### src/rtl/burst_seq_pkg.sv
package burst_seq_pkg;
  localparam int BEAT_W = 2;

  typedef enum logic [1:0] {
    SEQ_HOLD = 2'd0,
    SEQ_STEP = 2'd1,
    SEQ_LOAD = 2'd2
  } seq_act_e;
endpackage

### src/rtl/burst_start_arb.sv
module burst_start_arb
  import burst_seq_pkg::*;
(
  input  logic     chip_en,
  input  logic     proc_strobe,
  input  logic     ctrl_strobe,
  input  logic     advance,
  output seq_act_e act
);
  always_comb begin
    if (proc_strobe && chip_en) act = SEQ_LOAD;   // processor strobe first
    else if (ctrl_strobe)       act = SEQ_LOAD;   // controller strobe, ungated
    else if (advance)           act = SEQ_STEP;
    else                        act = SEQ_HOLD;
  end
endmodule

### src/rtl/burst_beat_ctr.sv
module burst_beat_ctr
  import burst_seq_pkg::*;
(
  input  logic              clk,
  input  logic              rst_n,
  input  seq_act_e          act,
  output logic [BEAT_W-1:0] beat,
  output logic              active
);
  localparam logic [BEAT_W-1:0] LAST = {BEAT_W{1'b1}};

  logic [BEAT_W-1:0] beat_d;
  logic              active_d;
  logic              en;

  always_comb begin
    beat_d   = beat;
    active_d = active;
    en       = 1'b0;
    case (act)
      SEQ_LOAD: begin
        beat_d   = '0;
        active_d = 1'b1;
        en       = 1'b1;
      end
      SEQ_STEP: begin
        beat_d = beat + 1'b1;
        if (beat == LAST) active_d = 1'b0;
        en = 1'b1;
      end
      default: en = 1'b0;
    endcase
  end

  always_ff @(posedge clk or negedge rst_n) begin
    if (!rst_n) begin
      beat   <= '0;
      active <= 1'b0;
    end else if (en) begin
      beat   <= beat_d;
      active <= active_d;
    end
  end
endmodule

### src/rtl/burst_order_map.sv
module burst_order_map
  import burst_seq_pkg::*;
(
  input  logic              linear,
  input  logic [BEAT_W-1:0] start,
  input  logic [BEAT_W-1:0] beat,
  output logic [BEAT_W-1:0] low
);
  logic [BEAT_W-1:0] sum;
  logic [BEAT_W-1:0] mix;

  assign sum = start + beat;
  assign mix = start ^ beat;
  assign low = linear ? sum : mix;
endmodule

### src/rtl/burst_addr_seq.sv
module burst_addr_seq
  import burst_seq_pkg::*;
#(
  parameter int ADDR_W = 8
) (
  input  logic              clk,
  input  logic              rst_n,
  input  logic              chip_en,
  input  logic              proc_strobe,
  input  logic              ctrl_strobe,
  input  logic              advance,
  input  logic              order_linear,
  input  logic [ADDR_W-1:0] addr_in,
  output logic [ADDR_W-1:0] addr_out,
  output logic              burst_active
);
  localparam int HI_W = ADDR_W - BEAT_W;

  logic [1:0] rst_pipe;
  logic       rst_sync_n;

  always_ff @(posedge clk or negedge rst_n) begin
    if (!rst_n) rst_pipe <= 2'b00;
    else        rst_pipe <= {rst_pipe[0], 1'b1};
  end
  assign rst_sync_n = rst_pipe[1];

  seq_act_e          act;
  logic [BEAT_W-1:0] beat;
  logic [BEAT_W-1:0] low;
  logic [ADDR_W-1:0] base_q, base_d;
  logic              lin_q, lin_d;
  logic              load_en;

  burst_start_arb u_arb (
    .chip_en     (chip_en),
    .proc_strobe (proc_strobe),
    .ctrl_strobe (ctrl_strobe),
    .advance     (advance),
    .act         (act)
  );

  burst_beat_ctr u_ctr (
    .clk    (clk),
    .rst_n  (rst_sync_n),
    .act    (act),
    .beat   (beat),
    .active (burst_active)
  );

  always_comb begin
    load_en = (act == SEQ_LOAD);
    base_d  = addr_in;
    lin_d   = order_linear;
  end

  always_ff @(posedge clk or negedge rst_sync_n) begin
    if (!rst_sync_n) begin
      base_q <= '0;
      lin_q  <= 1'b1;
    end else if (load_en) begin
      base_q <= base_d;
      lin_q  <= lin_d;
    end
  end

  burst_order_map u_map (
    .linear (lin_q),
    .start  (base_q[BEAT_W-1:0]),
    .beat   (beat),
    .low    (low)
  );

  generate
    if (HI_W > 0) begin : g_hi
      assign addr_out = {base_q[ADDR_W-1:BEAT_W], low};
    end else begin : g_lo
      assign addr_out = low;
    end
  endgenerate
endmodule

### config.mk
export PLATFORM = sky130hd
export DESIGN_NAME = burst_addr_seq
export DESIGN_NICKNAME = d
export VERILOG_FILES = /design/src/rtl/burst_seq_pkg.sv /design/src/rtl/burst_start_arb.sv /design/src/rtl/burst_beat_ctr.sv /design/src/rtl/burst_order_map.sv /design/src/rtl/burst_addr_seq.sv
export SDC_FILE = /design/constraint.sdc
export NUM_CORES = 1
export LEC_CHECK = 0
export ABC_CLOCK_PERIOD_IN_PS = 1150
export CELL_PAD_IN_SITES_DETAIL_PLACEMENT = 0
export CELL_PAD_IN_SITES_GLOBAL_PLACEMENT = 1
export CORE_MARGIN = 2
export CORE_UTILIZATION = 33
export CTS_CLUSTER_SIZE = 40
export DETAILED_ROUTE_END_ITERATION = 10
export GPL_TIMING_DRIVEN = 0
export PLACE_DENSITY = 0.81
export SLEW_MARGIN = 40
export SYNTH_ARGS = -nofsm -noshare
export SYNTH_HDL_FRONTEND = slang
export SYNTH_SLANG_ARGS = --single-unit
### constraint.sdc
create_clock -name clk -period 1.15 [get_ports clk]
set_input_delay 0.23 -clock clk [delete_from_list [all_inputs] [get_ports clk]]
set_output_delay 0.23 -clock clk [all_outputs]
set_load 0.005 [all_outputs]
* Word-level counts from Yosys, hierarchy flattened
Cells that the tools add are included.
Word-level totals: bits in registers 14, output and inout bits 9
Cells by class: add/subtract/negate cells 2, equality and inequality tests 4, multiplexer cells 8, bitwise operators 1, reduce and logical (&&, ||, !) cells 5
Operators by type and width (count):
- 2-bit 2-to-1 mux | 3
- 2-bit == test (second input constant) | 2
- 2-bit one-hot mux with 2 select lines | 1
- 1-bit 2-to-1 mux | 3
- 3-bit AND reduction | 1
- 2-bit by 1-bit adder with 2-bit output (second input constant) | 1
- 2-bit adder | 1
- 2-bit by 1-bit == test with 1-bit output (second input constant) | 1
- 2-bit by 1-bit inequality test with 1-bit output (second input constant) | 1
- 1-bit one-hot mux with 2 select lines | 1
- 2-bit AND reduction | 1
- 2-bit nonzero test | 1
- 2-bit OR reduction | 1
- 2-bit XOR | 1
- 1-bit logical AND | 1

* Longest topological paths before layout
depth after elaboration 7, mapped depth 5

* Cells and area by module
Synthesis repeated with hierarchy kept, for this count alone.
Second synthesis, totals: cell total of the unflattened synthesis 54, area total of the unflattened synthesis 714.4 um2
Modules (own cells, without submodules):
- burst_addr_seq | instances 1, cells each 29, area an instance 485.5 um2
- burst_beat_ctr | instances 1, cells each 18, area an instance 177.7 um2
- burst_order_map | instances 1, cells each 4, area an instance 33.8 um2
- burst_start_arb | instances 1, cells each 3, area an instance 17.5 um2

* Least setup slack after synthesis
No wires, ideal clock.
kind input to register, from input port proc_strobe, to register base_q[0], arrival 1114 ps, data required time 1025 ps, path slack -89 ps, stages on the path 5, cells stage by stage a21oi_2 > nand2_1 > ha_1 > buf_6 > mux2_4
On the way: cells in the longest elaborated chain, start to end 3
RTL lines:
- start: declaration | line burst_addr_seq.sv:9 | input logic proc_strobe,
- 1-bit logical AND | line burst_start_arb.sv:11 | if (proc_strobe && chip_en) act = SEQ_LOAD;
- 2-bit 2-to-1 mux | line burst_start_arb.sv:11
- 2-bit == test | line burst_addr_seq.sv:52 | load_en = (act == SEQ_LOAD);
- end signal: assignment | line burst_addr_seq.sv:62 | base_q <= base_d;
- end: declaration | line burst_addr_seq.sv:31 | logic [ADDR_W-1:0] base_q, base_d;
Every way passes these cells. A chain may end at the register's enable or synchronous reset.

* Worst setup path in the final report
from register u_ctr.beat[1], to output port addr_out[1]
On the way: cells in the longest elaborated chain, start to end 2, elaborated cells between the ends (all ways) 3
RTL lines:
- start: declaration | line burst_beat_ctr.sv:7 | output logic [BEAT_W-1:0] beat,
- start signal: assignment | line burst_beat_ctr.sv:40 | beat <= beat_d;
- 2-bit adder or 2-bit XOR (tied branches) | line burst_order_map.sv:12, burst_order_map.sv:13
- 2-bit 2-to-1 mux * | line burst_order_map.sv:14 | assign low = linear ? sum : mix;
- end: declaration | line burst_addr_seq.sv:14 | output logic [ADDR_W-1:0] addr_out,
Mark *: on every way between the ends. The rest lies on a longest branch, timed or not.

==> flow_summary.yaml <==
timing:
  setup_slack_ps: -237
  finalSetupViolations: 2
  period_needed_ps: 1390
  skew_ps: 5.47
  slew_violations: 0
  hold_viol: 0
  rsz0062_at_grt: "yes"
  layout_worst_path_cycle_share: 1.21
  fmax_ghz: 0.721
finish:
  final_util: 0.580
  nFillCells: 161
  final_common_cell: "buf_4"
  fin_area_um2: 1150
  area_delta_synth_final_pct: 65.4
  register_area_um2: 352
  layout_common_cells: "buf_4, dfrtp_1, buf_6, clkdlybuf4s50_1, mux2_4"
  diodes: 0
  drive_above_1_share: 0.567
  multi_input_area_um2: 337
  num-nets-final: 111
critical_path:
  critPathArrivalTime_ps: 1160
  required_ps: 920
  critPathKind: "reg2out"
  worst-path-max-fanout: 2
  rr_worst_depth: 4
  start_kind: "flop"
  cp-end-kind: "output pin"
logic_synthesis:
  syn_inst: 52
  yosys_warnings: 0
  synthXorXnorAreaFrac: 0.0252
  synthTopCellsByArea: "dfrtp_1, mux2_4, ha_1"
  yosysTopAreaCell: "dfrtp_1"
  synth_compound_area_frac: 0.0360
  netlist.area_leader.share: 0.468
  ys_seq_area_frac: 0.506
  synth.area.mux_share: 0.195
  synth_top_family_by_area: "multiplexers"
  syn_nets: 72
  syn_area_um2: 694
  synthSimpleGateAreaFrac: 0.0505
  yosysUniqueCellTypes: 17
  ys_ff_latch: 14
  synthAdderAreaFrac: 0.0901
  syn_avg_cell_area_um2: 13.4
grt:
  grt_pass1_wl_mm: 2.15
  grt_pass1_vias: 513
  grt_use_total: 0.114
  grt_overflow: 0
  grt_antenna_before_repair: 0
  grt_max_degree: 13
clocking:
  cts_buffers: 3
  clockBufferDepth: 2
  cts_tree: "built"
  cts_sinks: 14
  cts_hold_buf: 0
  cts-htree-levels: 1
  clockRootBuffer: "clkbuf_4"
  clk_pin_slew_ps: 90
  insertion_delay_ps: 280
floorplanning:
  die_x_um: 49.9
  design.die.area_um2: 2490
  rows: 16
  num_io_pins: 24
  initial_core_util: 0.350
  die_height_um: 49.9
  coreArea_um2: 1980
power:
  power_density_nw_per_um2: 1150
  totalPowerFinal_w: 0.00132
  power.leakage_nw: 0.562
  clock_power_share: 0.267
  combPwrFrac: 0.290
  swShare: 0.232
  p_seq_frac: 0.443
  p_int_w: 0.00102
  power.switching_w: 0.000307
  vdd_drop_max_uv: 836
route:
  drtPass1Iterations: 2
  num_vias: 495
  drt_iter0_markers: 2
  viasPerCell: 4.23
  drc: 0
  postRouteAntennaNets: 0
  wl_per_cell_um: 10.9
  wl_mm: 1.28
min_path:
  min_path_type: "in2async"
place:
  io_buffers: 23
  gp_congestion: 0.650
  dpl-instance-area_um2: 971
  dp_hpwl_um: 851
outcome:
  status: "finished with violations"
  failed_checks: "setup timing"
run:
  cap_violations: 0
==> kinds of logic (layout without fill, tap and decap cells) <==
family | after synthesis | after routing
XOR/XNOR | 2 | 2
AND/OR/NAND/NOR | 8 | 8
adder cells (fa/ha/maj) | 5 | 5
multiplexers | 9 | 9
flip-flops | 14 | 14
other | 1 | 1
buffers and inverters | 9 | 47
AO/OA/AOI/OAI | 4 | 4
==> per-stage QoR <==
stage	cells	hold WS, ps	setup WS [ps]	TNS [ps]
4_1_cts	113	103	-242	-372
3_3_place_gp	102	205	-554	-6660
5_1_grt	117	88.5	-297	-527
6_report	117	102	-237	-360
3_5_place_dp	102	196	-571	-6850
2_1_floorplan	52	-65.6	-31.9	-255
==> power groups by stage <==
| stage | sequential (W) | clock (W) | combinational, W |
|---|---|---|---|
| 5_1_grt | 0.000594 | 0.000387 | 0.000414 |
| 3_5_place_dp | 0.000587 | 0 | 0.000309 |
| 3_3_place_gp | 0.000586 | 0 | 0.000306 |
| 6_report | 0.000585 | 0.000353 | 0.000384 |
| 2_1_floorplan | 0.000577 | 0 | 0.000166 |
| 4_1_cts | 0.000580 | 0.000356 | 0.000324 |
==> sequential cells by signal, indices dropped and copies added (netlist names) <==
signal and cells:
base_q 8, lin_q 1, rst_pipe 2, u_ctr.active 1
u_ctr.beat 2
==> final cells by class <==
class	count	area share
Clock buffer	4	0.0316
Inverter	2	0.00654
Sequential cell	14	0.306
Timing Repair Buffer	37	0.301
Multi-Input combinational cell	29	0.293
Buffer	4	0.0327
Tap cell	27	0.0294
==> cells in the mapped netlist <==
library cell and count:
dfrtp_1 13, mux2_4 9, buf_4 6, ha_1 5, nand2_1 5, inv_1 2, o21ai_0 2, a21oi_2 1
and2_1 1, buf_6 1, conb_1 1, dfstp_2 1, nand2b_1 1, nor2_1 1, o22ai_1 1, xnor2_1 1
xor2_1 1
==> timing repair <==
item | CTS | global route
setup buffers | 8 | 6
resized for setup | 50 | 14
gates cloned | 0 | 0
pin swaps | 6 | 4
setup endpoints to repair | 21 | 18
==> layer usage <==
layer  vias up  track usage  wire [um]
met5         -            0          0
met4         0       0.0278         14
met3         2       0.0303         58
met2        14        0.196        675
met1       238        0.143        530
li1        241            -          -
==> worst max-delay path, cell delays in order, from the launching register on <==
cell	delay, ps
dfrtp_1	420
xor2_2	220
xnor2_2	130
buf_2	120
==> worst paths after layout <==
path                            slack, ps          start            end
worst max-delay path                 -240  u_ctr.beat[1]    addr_out[1]
worst min-delay path                  100          rst_n    rst_pipe[1]
worst max register to register         70  u_ctr.beat[0]  u_ctr.beat[1]
worst min register to register        200    rst_pipe[1]      base_q[1]
max in group asynchronous             610    rst_pipe[1]          lin_q
min in group clk                      370    rst_pipe[0]    rst_pipe[1]
Power figures use the tool's default switching activity.
